**config.mk**
```make
export PLATFORM = sky130hd
export DESIGN_NAME = gpio_edge_bank
export DESIGN_NICKNAME = d
export VERILOG_FILES = /design/src/rtl/gpio_bank_pkg.sv /design/src/rtl/gpio_sync.sv /design/src/rtl/gpio_edge_fsm.sv /design/src/rtl/gpio_regfile.sv /design/src/rtl/gpio_edge_bank.sv
export SDC_FILE = /design/constraint.sdc
export NUM_CORES = 1
export LEC_CHECK = 0
export ABC_AREA = 0
export BUFFER_PORTS_ARGS = -buffer_cell sky130_fd_sc_hd__clkbuf_2
export CORE_MARGIN = 2
export CORE_UTILIZATION = 40
export CTS_CLUSTER_DIAMETER = 120
export DETAILED_ROUTE_END_ITERATION = 6
export PLACE_DENSITY = 0.59
export SETUP_SLACK_MARGIN = 0.2
export SLEW_MARGIN = 20
export SYNTH_ARGS = -nofsm -noshare
export SYNTH_HDL_FRONTEND = slang
export SYNTH_SLANG_ARGS = --single-unit
```
**constraint.sdc**
```tcl
create_clock -name clk -period 2.9 [get_ports clk]
set_input_delay 0.58 -clock clk [delete_from_list [all_inputs] [get_ports clk]]
set_output_delay 0.58 -clock clk [all_outputs]
set_load 0.02 [all_outputs]
```
**src/rtl/gpio_bank_pkg.sv**
```systemverilog
package gpio_bank_pkg;

    // Word indices of the register locations (byte offset / 4); software decodes these.
    typedef enum logic [4:0] {
        RI_DATA      = 5'd0,
        RI_DATA_SET  = 5'd1,
        RI_DATA_CLR  = 5'd2,
        RI_PULL_OFF  = 5'd3,
        RI_DIR       = 5'd4,
        RI_DIR_SET   = 5'd5,
        RI_DIR_CLR   = 5'd6,
        RI_ALT       = 5'd8,
        RI_RISE_MASK = 5'd16,
        RI_FALL_MASK = 5'd17,
        RI_STATUS    = 5'd18,
        RI_CLEAR     = 5'd19
    } reg_idx_e;

    // Level-tracking state of a single pin's edge detector.
    typedef enum logic {
        LVL_LOW  = 1'b0,
        LVL_HIGH = 1'b1
    } lvl_state_e;

endpackage

```
**src/rtl/gpio_sync.sv**
```systemverilog
module gpio_sync #(
    parameter int unsigned WIDTH  = 32,
    parameter int unsigned STAGES = 2
) (
    input  logic             clk,
    input  logic             rst_n,
    input  logic [WIDTH-1:0] async_i,
    output logic [WIDTH-1:0] sync_o
);
    logic [WIDTH-1:0] chain_q [STAGES];

    always_ff @(posedge clk or negedge rst_n) begin
        if (!rst_n) begin
            for (int s = 0; s < STAGES; s++) chain_q[s] <= '0;
        end else begin
            chain_q[0] <= async_i;
            for (int s = 1; s < STAGES; s++) chain_q[s] <= chain_q[s-1];
        end
    end

    assign sync_o = chain_q[STAGES-1];
endmodule

```
**src/rtl/gpio_edge_fsm.sv**
```systemverilog
module gpio_edge_fsm
    import gpio_bank_pkg::*;
(
    input  logic clk,
    input  logic rst_n,
    input  logic lvl_i,
    input  logic arm_i,
    output logic rise_o,
    output logic fall_o
);
    lvl_state_e state_q, state_d;

    // State register
    always_ff @(posedge clk or negedge rst_n) begin
        if (!rst_n) state_q <= LVL_LOW;
        else        state_q <= state_d;
    end

    // Next state: RISE and FALL transitions follow the level even when disarmed
    always_comb begin
        state_d = state_q;
        unique case (state_q)
            LVL_LOW:  if (lvl_i)  state_d = LVL_HIGH;
            LVL_HIGH: if (!lvl_i) state_d = LVL_LOW;
            default:  state_d = LVL_LOW;
        endcase
    end

    // Outputs: edge pulses only while the pin is armed
    always_comb begin
        rise_o = 1'b0;
        fall_o = 1'b0;
        unique case (state_q)
            LVL_LOW:  rise_o = arm_i && lvl_i;
            LVL_HIGH: fall_o = arm_i && !lvl_i;
            default:  ;
        endcase
    end

    // a rising pulse needs the level to have been low one cycle earlier
    assert_rise_after_low_R7: assert property (@(posedge clk) disable iff (!rst_n)
        rise_o |-> !$past(lvl_i));
    // a falling pulse needs the level to have been high one cycle earlier
    assert_fall_after_high_R8: assert property (@(posedge clk) disable iff (!rst_n)
        fall_o |-> $past(lvl_i));
endmodule

```
**src/rtl/gpio_regfile.sv**
```systemverilog
module gpio_regfile
    import gpio_bank_pkg::*;
#(
    parameter int unsigned PIN_COUNT = 32,
    parameter int unsigned ADDR_W    = 5
) (
    input  logic                 clk,
    input  logic                 rst_n,
    input  logic [ADDR_W-1:0]    bus_addr,
    input  logic                 bus_wr,
    input  logic                 bus_rd,
    input  logic [PIN_COUNT-1:0] bus_wdata,
    output logic [PIN_COUNT-1:0] bus_rdata,
    input  logic [PIN_COUNT-1:0] pad_lvl_i,
    input  logic [PIN_COUNT-1:0] rise_evt_i,
    input  logic [PIN_COUNT-1:0] fall_evt_i,
    output logic [PIN_COUNT-1:0] latch_o,
    output logic [PIN_COUNT-1:0] dir_o,
    output logic [PIN_COUNT-1:0] pull_off_o,
    output logic [PIN_COUNT-1:0] alt_o,
    output logic [PIN_COUNT-1:0] stat_o
);
    logic [PIN_COUNT-1:0] latch_q, dir_q, pull_off_q, alt_q;
    logic [PIN_COUNT-1:0] rmask_q, fmask_q, stat_q, rdata_q;
    logic [PIN_COUNT-1:0] evt, rd_mux;

    function automatic logic at(input logic [ADDR_W-1:0] a, input reg_idx_e r);
        return a == ADDR_W'(r);
    endfunction

    assign evt = (rise_evt_i & rmask_q) | (fall_evt_i & fmask_q);

    always_ff @(posedge clk or negedge rst_n) begin
        if (!rst_n) begin
            latch_q    <= '0;
            dir_q      <= '0;
            pull_off_q <= '0;
            alt_q      <= '0;
            rmask_q    <= '0;
            fmask_q    <= '0;
        end else if (bus_wr) begin
            if (at(bus_addr, RI_DATA))      latch_q    <= bus_wdata;
            if (at(bus_addr, RI_DATA_SET))  latch_q    <= latch_q | bus_wdata;
            if (at(bus_addr, RI_DATA_CLR))  latch_q    <= latch_q & ~bus_wdata;
            if (at(bus_addr, RI_PULL_OFF))  pull_off_q <= bus_wdata;
            if (at(bus_addr, RI_DIR))       dir_q      <= bus_wdata;
            if (at(bus_addr, RI_DIR_SET))   dir_q      <= dir_q | bus_wdata;
            if (at(bus_addr, RI_DIR_CLR))   dir_q      <= dir_q & ~bus_wdata;
            if (at(bus_addr, RI_ALT))       alt_q      <= bus_wdata;
            if (at(bus_addr, RI_RISE_MASK)) rmask_q    <= bus_wdata;
            if (at(bus_addr, RI_FALL_MASK)) fmask_q    <= bus_wdata;
        end
    end

    // Pending status: a fresh capture wins over a clear in the same cycle
    always_ff @(posedge clk or negedge rst_n) begin
        if (!rst_n) begin
            stat_q <= '0;
        end else if (bus_wr && at(bus_addr, RI_CLEAR)) begin
            stat_q <= (stat_q & ~bus_wdata) | evt;
        end else begin
            stat_q <= stat_q | evt;
        end
    end

    always_comb begin
        rd_mux = '0;
        if (at(bus_addr, RI_DATA))      rd_mux = (latch_q & dir_q) | (pad_lvl_i & ~dir_q);
        if (at(bus_addr, RI_PULL_OFF))  rd_mux = pull_off_q;
        if (at(bus_addr, RI_DIR))       rd_mux = dir_q;
        if (at(bus_addr, RI_ALT))       rd_mux = alt_q;
        if (at(bus_addr, RI_RISE_MASK)) rd_mux = rmask_q;
        if (at(bus_addr, RI_FALL_MASK)) rd_mux = fmask_q;
        if (at(bus_addr, RI_STATUS))    rd_mux = stat_q;
    end

    always_ff @(posedge clk or negedge rst_n) begin
        if (!rst_n)      rdata_q <= '0;
        else if (bus_rd) rdata_q <= rd_mux;
    end

    assign bus_rdata  = rdata_q;
    assign latch_o    = latch_q;
    assign dir_o      = dir_q;
    assign pull_off_o = pull_off_q;
    assign alt_o      = alt_q;
    assign stat_o     = stat_q;

    // set location raises every written-one latch bit
    assert_latch_set_R2: assert property (@(posedge clk) disable iff (!rst_n)
        (bus_wr && at(bus_addr, RI_DATA_SET)) |=> ((latch_q & $past(bus_wdata)) == $past(bus_wdata)));
    // clear location drops every written-one latch bit
    assert_latch_clr_R2: assert property (@(posedge clk) disable iff (!rst_n)
        (bus_wr && at(bus_addr, RI_DATA_CLR)) |=> ((latch_q & $past(bus_wdata)) == '0));
    // direction-set makes written pins outputs
    assert_dir_set_R3: assert property (@(posedge clk) disable iff (!rst_n)
        (bus_wr && at(bus_addr, RI_DIR_SET)) |=> ((dir_q & $past(bus_wdata)) == $past(bus_wdata)));
    // cleared bits stay cleared unless a new event arrived
    assert_clear_works_R9: assert property (@(posedge clk) disable iff (!rst_n)
        (bus_wr && at(bus_addr, RI_CLEAR)) |=> ((stat_q & $past(bus_wdata) & ~$past(evt)) == '0));
    // a captured event is never lost, even under a clear
    assert_event_kept_R10: assert property (@(posedge clk) disable iff (!rst_n)
        (evt != '0) |=> ((stat_q & $past(evt)) == $past(evt)));
    // write-only set location reads as zero
    assert_wo_reads_zero_R12: assert property (@(posedge clk) disable iff (!rst_n)
        (bus_rd && at(bus_addr, RI_DATA_SET)) |=> (bus_rdata == '0));
endmodule

```
**src/rtl/gpio_edge_bank.sv**
```systemverilog
module gpio_edge_bank
    import gpio_bank_pkg::*;
#(
    parameter int unsigned PIN_COUNT   = 32,
    parameter int unsigned ADDR_W      = 5,
    parameter int unsigned SYNC_STAGES = 2
) (
    input  logic                 clk,
    input  logic                 rst_n,
    input  logic [ADDR_W-1:0]    bus_addr,
    input  logic                 bus_wr,
    input  logic                 bus_rd,
    input  logic [PIN_COUNT-1:0] bus_wdata,
    output logic [PIN_COUNT-1:0] bus_rdata,
    input  logic [PIN_COUNT-1:0] pad_in,
    output logic [PIN_COUNT-1:0] pad_out,
    output logic [PIN_COUNT-1:0] pad_oe,
    output logic [PIN_COUNT-1:0] pad_pull_en,
    output logic [PIN_COUNT-1:0] pad_pull_up,
    output logic [PIN_COUNT-1:0] alt_sel,
    output logic                 irq
);
    logic [PIN_COUNT-1:0] pad_lvl, rise_evt, fall_evt;
    logic [PIN_COUNT-1:0] latch, dir, pull_off, alt, stat;

    gpio_sync #(.WIDTH(PIN_COUNT), .STAGES(SYNC_STAGES)) u_sync (
        .clk     (clk),
        .rst_n   (rst_n),
        .async_i (pad_in),
        .sync_o  (pad_lvl)
    );

    for (genvar p = 0; p < PIN_COUNT; p++) begin : g_pin
        gpio_edge_fsm u_edge (
            .clk    (clk),
            .rst_n  (rst_n),
            .lvl_i  (pad_lvl[p]),
            .arm_i  (!dir[p] && !alt[p]),
            .rise_o (rise_evt[p]),
            .fall_o (fall_evt[p])
        );
    end

    gpio_regfile #(.PIN_COUNT(PIN_COUNT), .ADDR_W(ADDR_W)) u_regs (
        .clk        (clk),
        .rst_n      (rst_n),
        .bus_addr   (bus_addr),
        .bus_wr     (bus_wr),
        .bus_rd     (bus_rd),
        .bus_wdata  (bus_wdata),
        .bus_rdata  (bus_rdata),
        .pad_lvl_i  (pad_lvl),
        .rise_evt_i (rise_evt),
        .fall_evt_i (fall_evt),
        .latch_o    (latch),
        .dir_o      (dir),
        .pull_off_o (pull_off),
        .alt_o      (alt),
        .stat_o     (stat)
    );

    assign pad_out     = latch;
    assign pad_pull_up = latch;
    assign pad_oe      = dir & ~alt;
    assign pad_pull_en = ~dir & ~pull_off & ~alt;
    assign alt_sel     = alt;
    assign irq         = |stat;

    // a handed-over pin never produces an edge pulse
    assert_alt_no_edge_R5: assert property (@(posedge clk) disable iff (!rst_n)
        ((rise_evt | fall_evt) & alt) == '0);
    // an output pin never produces an edge pulse
    assert_out_no_edge_R7: assert property (@(posedge clk) disable iff (!rst_n)
        ((rise_evt | fall_evt) & dir) == '0);
endmodule

```
After elaboration in Yosys (flattened, before gate mapping)
Index checks and enable logic that the tools add are counted.
- register bits: 352
- output and inout port bits: 193
- logic and storage cells: 386
- input port bits: 73
- multiplexer cells: 110
- reduce and logical (&&, ||, !) cells: 203
- eq/ne operators: 11
- bitwise logic cells: 20
- operator list (kind ; count):
    $mux 32 ; 14
    $and 32x32->32 ; 10
    $or 32x32->32 ; 6
    $not 32->32 ; 4
    $logic_and 1x1->1 ; 97
    $logic_not 1->1 ; 96
    $mux 1 ; 96
    $reduce_or 32->1 ; 1
    $eq 5x5->1 const B ; 4
    $eq 5x3->1 const B ; 3
    $reduce_and 2->1 ; 6
    $eq 5x2->1 const B ; 2
    $reduce_bool 3->1 ; 2
    $eq 5x1->1 const B ; 1
    $eq 5x4->1 const B ; 1
    $logic_not 5->1 ; 1

Longest topological paths before layout
Gate-level depths: netlist of the first run.
- word-level depth: 10
- mapped depth: 7
- depth with buffers taken out: 4

Hierarchy
Synthesis of the first run repeated with hierarchy kept, for this count alone.
- cells, all modules: 1723
- area total of the unflattened synthesis: 16460.8 um^2
- modules (own cells, without submodules) (module ; seq. area each (um^2) ; cells each ; times used ; area each (um^2)):
    gpio_regfile ; 6406.1 ; 1392 ; 1 ; 12462.0
    gpio_sync ; 1601.5 ; 96 ; 1 ; 1841.8
    gpio_edge_fsm ; 25.0 ; 3 ; 32 ; 42.5
    gpio_edge_bank ; 0.0 ; 139 ; 1 ; 795.8

Worst setup path before layout of the first run
No wires, ideal clock.
- path type: input to register
- from: input port bus_addr[1]
- to: register u_regs.alt_q[10], in the netlist u_regs.alt_o[10]
- path slack: 713 ps
- stages: 6
- path buffers: 2
- data arrival time: 2062 ps
- setup time: 125 ps
- data required time: 2775 ps
- cells stage by stage: buf_2 -> or2_4 -> nor4b_4 -> nand2_2 -> buf_6 -> mux2_4
- longest elaborated chain between the ends: 2
- RTL lines (item ; RTL line ; text):
    start: declaration ; gpio_edge_bank.sv:10 ; input logic [ADDR_W-1:0] bus_addr,
    $eq 5x4->1 ; gpio_regfile.sv:28 ; return a == ADDR_W'(r);
    $reduce_and 2->1 (no source line) ; - ;
    end signal: assignment ; gpio_regfile.sv:49 ; if (at(bus_addr, RI_ALT)) alt_q <= bus_wdata;
    end: declaration ; gpio_regfile.sv:23 ; logic [PIN_COUNT-1:0] latch_q, dir_q, pull_off_q, alt_q;
No other way between the ends.
A chain may end at the register's enable or synchronous reset.

Final worst setup path of the first run
- from: register u_regs.stat_q[31], in the netlist u_regs.stat_o[31]
- to: output port irq
- longest elaborated chain between the ends: 1
- RTL lines (item ; RTL line ; text):
    start: declaration ; gpio_regfile.sv:24 ; logic [PIN_COUNT-1:0] rmask_q, fmask_q, stat_q, rdata_q;
    start signal: assignment ; gpio_regfile.sv:60 ; stat_q <= (stat_q & ~bus_wdata) | evt;
    start signal: assignment ; gpio_regfile.sv:62 ; stat_q <= stat_q | evt;
    $reduce_or 32->1 ; gpio_edge_bank.sv:67 ; assign irq = |stat;
    end: declaration ; gpio_edge_bank.sv:21 ; output logic irq
No other way between the ends.

==> results of run 1 <==
## final timing paths
path,startpoint,slack (ns),end,depth (start not counted)
setup / recovery,u_regs.stat_o[31]$_DFF_PN0_,0.25,irq,4
hold / removal,pad_in[27],0.12,u_sync.chain_q[59]$_DFF_PN0_,1
setup reg to reg,u_regs.dir_o[26]$_DFFE_PN0P_,1.30,u_regs.bus_rdata[26]$_DFFE_PN0P_,4
hold reg to reg,u_sync.chain_q[39]$_DFF_PN0_,0.35,u_sync.sync_o[7]$_DFF_PN0_,0
max in group asynchronous,rst_n,1.49,u_regs.rmask_q[25]$_DFFE_PN0P_,3
min in group asynchronous,rst_n,0.60,u_regs.latch_o[8]$_DFFE_PN0P_,2
## state kept, by name, indices dropped and copies added, names as in the netlist
name,cells
g_pin.u_edge.state_q,32
u_regs.alt_o,32
u_regs.bus_rdata,32
u_regs.dir_o,32
u_regs.fmask_q,32
u_regs.latch_o,32
u_regs.pull_off_o,32
u_regs.rmask_q,32
u_regs.stat_o,32
u_sync.chain_q,32
u_sync.sync_o,32
## routing by layer
metal  track usage [%]  up-vias  wire (µm)
met2              40.1      565      25300
met1              35.7     6782      23900
met3              4.75       81       3970
li1                  -     6043          -
met4              7.86        0       1310
met5                 0        -          0
## layout make-up
class	instances	area [µm²]	area share [%]
well taps	532	666	3.36
multi-input cells	1040	6940	35.1
clock inverters	11	91.3	0.462
repair buffers	325	1950	9.88
inverters	33	124	0.626
flip-flops and latches	352	8810	44.5
clock buffers	60	1200	6.05
## repair_timing
action                                  in CTS  in global routing
endpoints found under the setup margin       1                  1
pin swaps                                    2                  1
gates resized for setup                      9                  1
hold buffers                                 1                  0
endpoints found under the hold margin        1                  0
## cells by family (layout without fill, tap and decap cells)
logic type             count (synthesis)  count (layout)  share of synthesized area [%]
multiplexers                         142             142                           10.4
AND/OR/NAND/NOR                      525             525                           16.0
flip-flops                           352             352                           53.7
buffers and inverters                158             429                           4.68
AO/OA/AOI/OAI                        373             373                           15.2
## Yosys cell counts (35+ instances only)
cell type | number | share of area [%]
nand2_1 | 226 | 5.2
clkbuf_1 | 60 | 1.4
o21ai_0 | 112 | 3.4
mux2_2 | 105 | 7.2
dfrtp_1 | 352 | 54
a21oi_1 | 59 | 1.8
nand3b_1 | 54 | 2.5
nand3_1 | 35 | 1.1
nor2_1 | 38 | 0.87
nor2b_1 | 37 | 1.4
nor3_1 | 68 | 2.1
## stage by stage
step	worst slack, ns	cells	utilization [%]	power, mW	cell area, µm²
detailed placement	0.358	2281	45.3	10.0	18400
CTS	0.223	2353	48.7	15.1	19800
global route	0.201	2353	48.7	15.7	19800
global placement	0.403	2281	45.3	9.95	18400
finish	0.253	2353	48.7	15.0	19800
floorplan	0.713	1550	-	8.65	16400
## worst max-delay path, cell delays in order, from the launching register on
cell and delay [ns]:
dfrtp_1 0.45, nor4_4 0.36, nand4_1 0.23, or2_4 0.32, clkbuf_2 0.15
## power by group through the flow
stage | logic (mW) | registers (mW) | clock network, mW
floorplan | 1.92 | 6.74 | 0
global placement | 3.09 | 6.86 | 0
detailed placement | 3.14 | 6.88 | 0
CTS | 3.15 | 6.83 | 5.08
global route | 3.40 | 6.97 | 5.29
finish | 3.13 | 6.86 | 4.97
==> results.md, run 1 <==
STA:
- The transition at the pin with the smallest max-transition slack is 1.05 ns.
- For the final database, setup skew stands at 0.0181 ns.
- The share of the clock period used by the worst path after layout is 91.3%.
- The clock period minus final worst setup slack is 2.65 ns.
- The number of endpoints with negative hold slack in the final report is 0.
- The number of endpoints failing setup at the final stage is 0.
- Headroom to the max-slew limit came out at 30.1%.
- Hold is met by 0.122 ns.
- Derived from the worst setup path, the maximum achievable clock frequency is 378 MHz.
- Setup repair after global routing left no endpoint under its margin.
- The accumulated negative setup slack is 0 ns.
- The final-report max-slew violation count is 0.

Worst setup path:
- Along the worst path, the maximum fanout reaches 5.
- The worst setup path is captured at a primary output.
- The category of the worst setup path launch point is a flop.
- By startpoint and endpoint, the worst setup path is classified as reg -> out.
- Data on the critical path arrives at its endpoint at 2.07 ns.
- The required arrival time at the worst endpoint is 2.32 ns.

Route:
- After detailed routing, the total wire length is 54500 µm.
- The starting DRC count in detailed routing is 1141.
- The pre-antenna-repair detailed-routing pass consisted of 5 iterations.
- Detailed routing inserted a total of 13500 vias.
- In the routed design, unresolved DRC markers number 0.
- The routed length per placed instance is 23.2 µm.
- The count of nets left with antenna violations once routing finished came out at 0.
- After detailed routing, the number of vias per cell comes to 5.73.

Floorplanning:
- The effective utilization at floorplan is 40.3%.
- The area of the die is 0.0426 mm².
- The die height is 206 µm.
- The number of rows created at floorplan is 74.
- The chip width is 206 µm.
- The number of top-level pins is 266.
- The area of the placeable core is 0.0406 mm².

Cells and area:
- Of the cells placed in the final design, the portion with a size suffix greater than 1 is 30.4%.
- The final layout contains 1865 nets.
- The filler cells instantiated in the layout total 3774.
- The library cell used most frequently in the layout, excluding fill and tap cells, is dfrtp_1.
- The area added between synthesis and finish is 20.7%.
- The number of antenna cells inserted is 0.
- In the layout the commonest cells are dfrtp_1, clkbuf_2, nand2_1.

Pwr:
- Net switching is 33.1% of the power.
- The part of the total power dissipated in the clock network is 33.2%.
- Of the total power, registers draw 45.8%.
- The internal cell power is 10.0 mW.
- In this run the power spent charging and discharging nets is 4.95 mW.
- The worst-case IR drop observed on VDD is 0.467 mV.
- In this run the power density over the cells is 757 mW/mm².
- The leakage power is 9.19 nW.
- The share of power burned in combinational logic is 20.9%.

Synthesis:
- The cell count after synthesis is 1550.
- After synthesis the cells add up to 0.0164 mm².
- A synthesized cell averages 10.6 µm².
- The count of different cell masters after synthesis is 56.
- The most used flip-flop cell after synthesis is dfrtp_1.
- The share of the yosys chip area belonging to registers is 53.7%.
- The number of synthesis warnings is 0.
- The synthesized design contains 352 register bits.
- The async set or reset register ratio after synthesis is 100%.
- The number of enable-type register cells in the synthesized netlist is 0.
- When the netlist entered floorplanning its net count stood at 1623.

Clock network:
- TritonCTS built the clock tree.
- The number of sinks handled by clock tree synthesis is 352.
- In this run the deepest clock path goes through 3 buffers.
- The clock latency at the later pin of the worst-skew pair is 0.56 ns.
- The root buffer cell is clkbuf_16.
- After clock tree synthesis, the clock-pin slew on the worst setup and hold paths is 0.06 ns.
- The number of buffers created by CTS is 40.
- The depth of the CTS H-tree is 2.
- Post-CTS timing repair inserted 0 buffers for setup.

Min path:
- The tightest min-delay check is of the in -> reg type.

Global route:
- Entering global routing, the biggest net connects 73 pins.
- The number of antenna violations at the first check in global routing is 0.
- The wire length of the first global-routing pass is 81100 µm.
- For this run, the total global-route usage over all layers was measured as 25.5%.
- The total overflow reported by the global router is 0.
- The number of global-route vias before repair is 12900.

Status:
- The run finished with clean final reports.

Placed design:
- The HPWL after detailed placement is 36200 µm.
- Routability-driven placement finished with a final weighted congestion of 0.847.
- The number of port buffers is 265.

Run:
- The max-cap check violation count is 0.
Power figures use the tool's default switching activity.
==> inputs of run 2 (changes only) <==
--- a/config.mk
+++ b/config.mk
@@ -16,4 +16,5 @@
 export SLEW_MARGIN = 20
 export SYNTH_ARGS = -nofsm -noshare
 export SYNTH_HDL_FRONTEND = slang
+export SYNTH_HIERARCHICAL = 1
 export SYNTH_SLANG_ARGS = --single-unit
==> results.md, run 2 <==
Global route:
- The number of global-route vias before repair came to 13300 (was 12900).
- The overall global routing resource usage is 25.6% (was 25.5%).
- The number of antenna violations at the first check in global routing was 4 (was 0).
- The total overflow reported by the global router came to 0 (unchanged).
- The maximum number of pins on one net before global-route repair is 84 (was 73).
- The wire length of the first global-routing pass is 82100 µm (was 81100 µm).

STA:
- The maximum clock frequency is 381 MHz (was 378 MHz).
- The post-route worst setup slack came to 0.274 ns (was 0.253 ns).
- The share of the clock period used by the worst path after layout was 90.5% (was 91.3%).
- Setup repair after global routing missed its margin: no (unchanged).
- The accumulated negative setup slack came to 0 ns (unchanged).
- The worst slew margin relative to its limit came to 53.8% (was 30.1%).
- The number of endpoints with negative hold slack in the final report is 0 (unchanged).
- The clock period minus final worst setup slack is 2.63 ns (was 2.65 ns).
- The clock tree skew after final layout is 0.0154 ns (was 0.0181 ns).
- The number of endpoints failing setup at the final stage is 0 (unchanged).
- The worst hold-check slack is 0.131 ns (was 0.122 ns).
- The transition at the pin with the smallest max-transition slack is 0.693 ns (was 1.05 ns).
- The final-report max-slew violation count is 0 (unchanged).

Cells and area:
- The fraction of final layout cells with drive strength greater than 1 is 22.8% (was 30.4%).
- The number of fill cells in the layout is 3930 (was 3774).
- The final standard cell utilization of the core came to 48.0% (was 48.7%).
- The leading cell type in the layout, fill and taps excluded is dfrtp_1 (unchanged).
- Highest-count cells in the layout ignoring fill and taps: dfrtp_1, clkbuf_2, nand2_1 (unchanged).
- The number of standard cells in the final layout excluding fillers is 2480 (was 2353).
- The area added between synthesis and finish is 18.8% (was 20.7%).
- The number of antenna cells inserted was 0 (unchanged).
- The count of nets after finishing is 1996 (was 1865).
- The final cell area excluding filler cells was 0.0196 mm² (was 0.0198 mm²).

Synthesis:
- The share of the synthesized area in compound gates (AO/OA/AOI/OAI) came to 19.6% (was 15.2%).
- The xor and xnor fraction of the mapped netlist area is 0% (unchanged).
- The basic-gate share of the synthesized area counting and, or, nand and nor cells was 17.6% (was 16.0%).
- The synthesized area is 0.0165 mm² (was 0.0164 mm²).
- The cell taking the most area after synthesis is dfrtp_1 (unchanged).
- The number of enable-type register cells in the synthesized netlist is 0 (unchanged).
- The number of synthesis warnings is 6 (was 0).
- The share of the yosys chip area belonging to registers is 53.5% (was 53.7%).
- The multiplexer share of the synthesized area is 2.19% (was 10.4%).
- The library cell with the highest instance count after synthesis is dfrtp_1 (unchanged).
- The post-synth net total came to 1796 (was 1623).
- The area share of fa/ha/maj cells after synthesis is 0% (unchanged).
- The count of state elements after synthesis is 352 (unchanged).
- Top area cells in the synthesized netlist: dfrtp_1, nand2_1, o21ai_0, and3b_1, nor2_1 (was dfrtp_1, mux2_2, nand2_1, o21ai_0, mux2_4).
- The most used flip-flop cell after synthesis is dfrtp_1 (unchanged).
- The count of different cell masters after synthesis is 44 (was 56).
- List of most frequent post-synthesis cells: dfrtp_1, nand2_1, nor2_1 (was dfrtp_1, nand2_1, o21ai_0).
- The mean cell area of the mapped netlist came to 9.55 µm² (was 10.6 µm²).
- The share of Yosys cell area claimed by the top area cell type is 53.5% (was 53.7%).
- The combinational family with the most area after synthesis is compound AO/OA/AOI/OAI gates (was simple AND/OR/NAND/NOR gates).
- The async set or reset register ratio after synthesis came to 100% (unchanged).
- The cell count after synthesis was 1723 (was 1550).

Clock network:
- The root buffer cell is clkbuf_16 (unchanged).
- The clock tree from TritonCTS is done (unchanged).
- The clock-pin transition on the worst setup and hold timing paths is 0.06 ns (about the same).
- The number of setup buffers added after CTS came to 0 (unchanged).
- The deepest clock path buffer count is 3 (unchanged).
- The depth of the CTS H-tree was 2 (unchanged).
- The number of buffers created by CTS was 41 (was 40).
- The number of sinks handled by clock tree synthesis is 352 (unchanged).
- The clock latency at the later pin of the worst-skew pair is 0.55 ns (was 0.56 ns).

Floorplanning:
- The chip width is 207 µm (was 206 µm).
- The number of top-level pins is 266 (unchanged).
- The effective utilization at floorplan is 40.4% (was 40.3%).
- The number of rows created at floorplan came to 74 (unchanged).
- The area of the die is 0.0428 mm² (was 0.0426 mm²).
- The area of the placeable core is 0.0407 mm² (was 0.0406 mm²).
- The die height is 207 µm (was 206 µm).

Pwr:
- The power consumption is 15.3 mW (was 15.0 mW).
- The switching power total is 5.13 mW (was 4.95 mW).
- The part of the total power dissipated in the clock network is 33.7% (was 33.2%).
- The power per cell area was 783 mW/mm² (was 757 mW/mm²).
- The proportion of total power due to net switching is 33.5% (was 33.1%).
- The largest vdd supply drop is 0.447 mV (was 0.467 mV).
- The leakage power is 9.34 nW (was 9.19 nW).
- The share of power burned in combinational logic was 21.6% (was 20.9%).
- The part of the power in registers was 44.7% (was 45.8%).
- The internal cell power came to 10.2 mW (was 10.0 mW).

Placed design:
- The cell total after placement was 2411 (was 2281).
- The pre-CTS setup slack is 0.305 ns (was 0.358 ns).
- The placer's final routability congestion estimate is 0.848 (was 0.847).
- The number of port buffers was 265 (unchanged).
- The total half-perimeter wirelength after legalization and detailed placement is 36700 µm (was 36200 µm).
- The cell area after placement is 0.0182 mm² (was 0.0184 mm²).

Route:
- The starting DRC count in detailed routing is 1245 (was 1141).
- The aggregate routed wire length is 55200 µm (was 54500 µm).
- The total number of vias is 14100 (was 13500).
- The number of routed nets with antenna violations is 0 (unchanged).
- The number of detailed-routing iterations run before antenna repair came to 5 (unchanged).
- The via count normalized by instance count is 5.67 (was 5.73).
- The routed length per placed instance is 22.3 µm (was 23.2 µm).
- The post-route DRC violation count is 0 (unchanged).

Worst setup path:
- The largest fanout on the critical path is 3 (was 5).
- The startpoint-to-endpoint class of the critical path is reg -> out (unchanged).
- The arrival time reported for the critical path endpoint is 2.05 ns (was 2.07 ns).
- The required arrival time at the worst endpoint is 2.32 ns (about the same).
- The element type at the critical path end is a primary output (unchanged).
- The category of the worst setup path launch point is a flop (unchanged).

Min path:
- The class of the most critical hold timing path is in -> reg (unchanged).

Status:
- Outcome: finished, final reports clean (unchanged).

Run:
- The max-cap check violation count was 0 (unchanged).
## run 2: cell types whose count changed after synthesis, sizes merged, moves of 42 or more
cell | previous run | this run
mux2 | 141 | 32
nor2 | 41 | 142
o21ai | 113 | 213
and3b | 1 | 64
nand3b | 54 | 0
a221o | 0 | 43
inv | 33 | 75
## run 2: layout make-up
cell class | instances | area, µm² | area share [%]
multi-input combinational | 1130 | 6610 | 33.8
timing repair buffer | 323 | 1870 | 9.56
clock buffer | 63 | 1220 | 6.23
tap | 532 | 666 | 3.40
clock inverter | 5 | 103 | 0.525
sequential | 352 | 8810 | 45.0
inverter | 75 | 282 | 1.44
## run 2: logic make-up (layout without fill, tap and decap cells)
logic type,count (synthesis),after routing
simple gates,606,606
compound gates,492,492
flops,352,352
buf+inv,241,466
mux,32,32
## run 2: routing by layer
metal / track usage (%) / part of all wire (%)
met1: 36.6 / 45
met2: 39.3 / 45
met3: 4.19 / 7.1
met4: 9.22 / 3.3
met5: 0 / 0.067
## run 2: worst paths after layout
path / start / cells after the start / end / slack, ns
worst max register to register: u_regs/dir_o[13]$_DFFE_PN0P_ / 5 / u_regs/bus_rdata[13]$_DFFE_PN0P_ / 1.35
worst min-delay path: pad_in[23] / 1 / u_sync/chain_q[55]$_DFF_PN0_ / 0.13
worst min register to register: u_sync/chain_q[41]$_DFF_PN0_ / 0 / u_sync/sync_o[9]$_DFF_PN0_ / 0.35
max in group asynchronous: rst_n / 3 / u_regs/bus_rdata[19]$_DFFE_PN0P_ / 1.44
min in group asynchronous: rst_n / 2 / u_regs/dir_o[4]$_DFFE_PN0P_ / 0.58
worst max-delay path: u_regs/stat_o[24]$_DFF_PN0_ / 4 / irq / 0.27
## run 2: power by group through the flow
stage	clock (mW)	sequential, mW	combinational [mW]
after floorplan	0	6.73	2.09
after global placement	0	6.85	3.24
after detailed placement	0	6.87	3.31
after CTS	5.26	6.81	3.32
after global routing	5.46	6.97	3.64
final	5.16	6.84	3.31
## run 2: worst max-delay path: stages, from the launching register on
cell and delay (ns):
dfrtp_1 0.41, nor4_2 0.48, nand4_1 0.14, or2_1 0.29, clkbuf_2 0.17
## run 2: what timing repair did
| action | in CTS | in global routing |
|---|---|---|
| endpoints found under the setup margin | 1 | 1 |
| resized for setup | 4 | 2 |
| pin swaps | 1 | 1 |
| hold endpoints to repair | 6 | 0 |
| hold buffers | 1 | 0 |
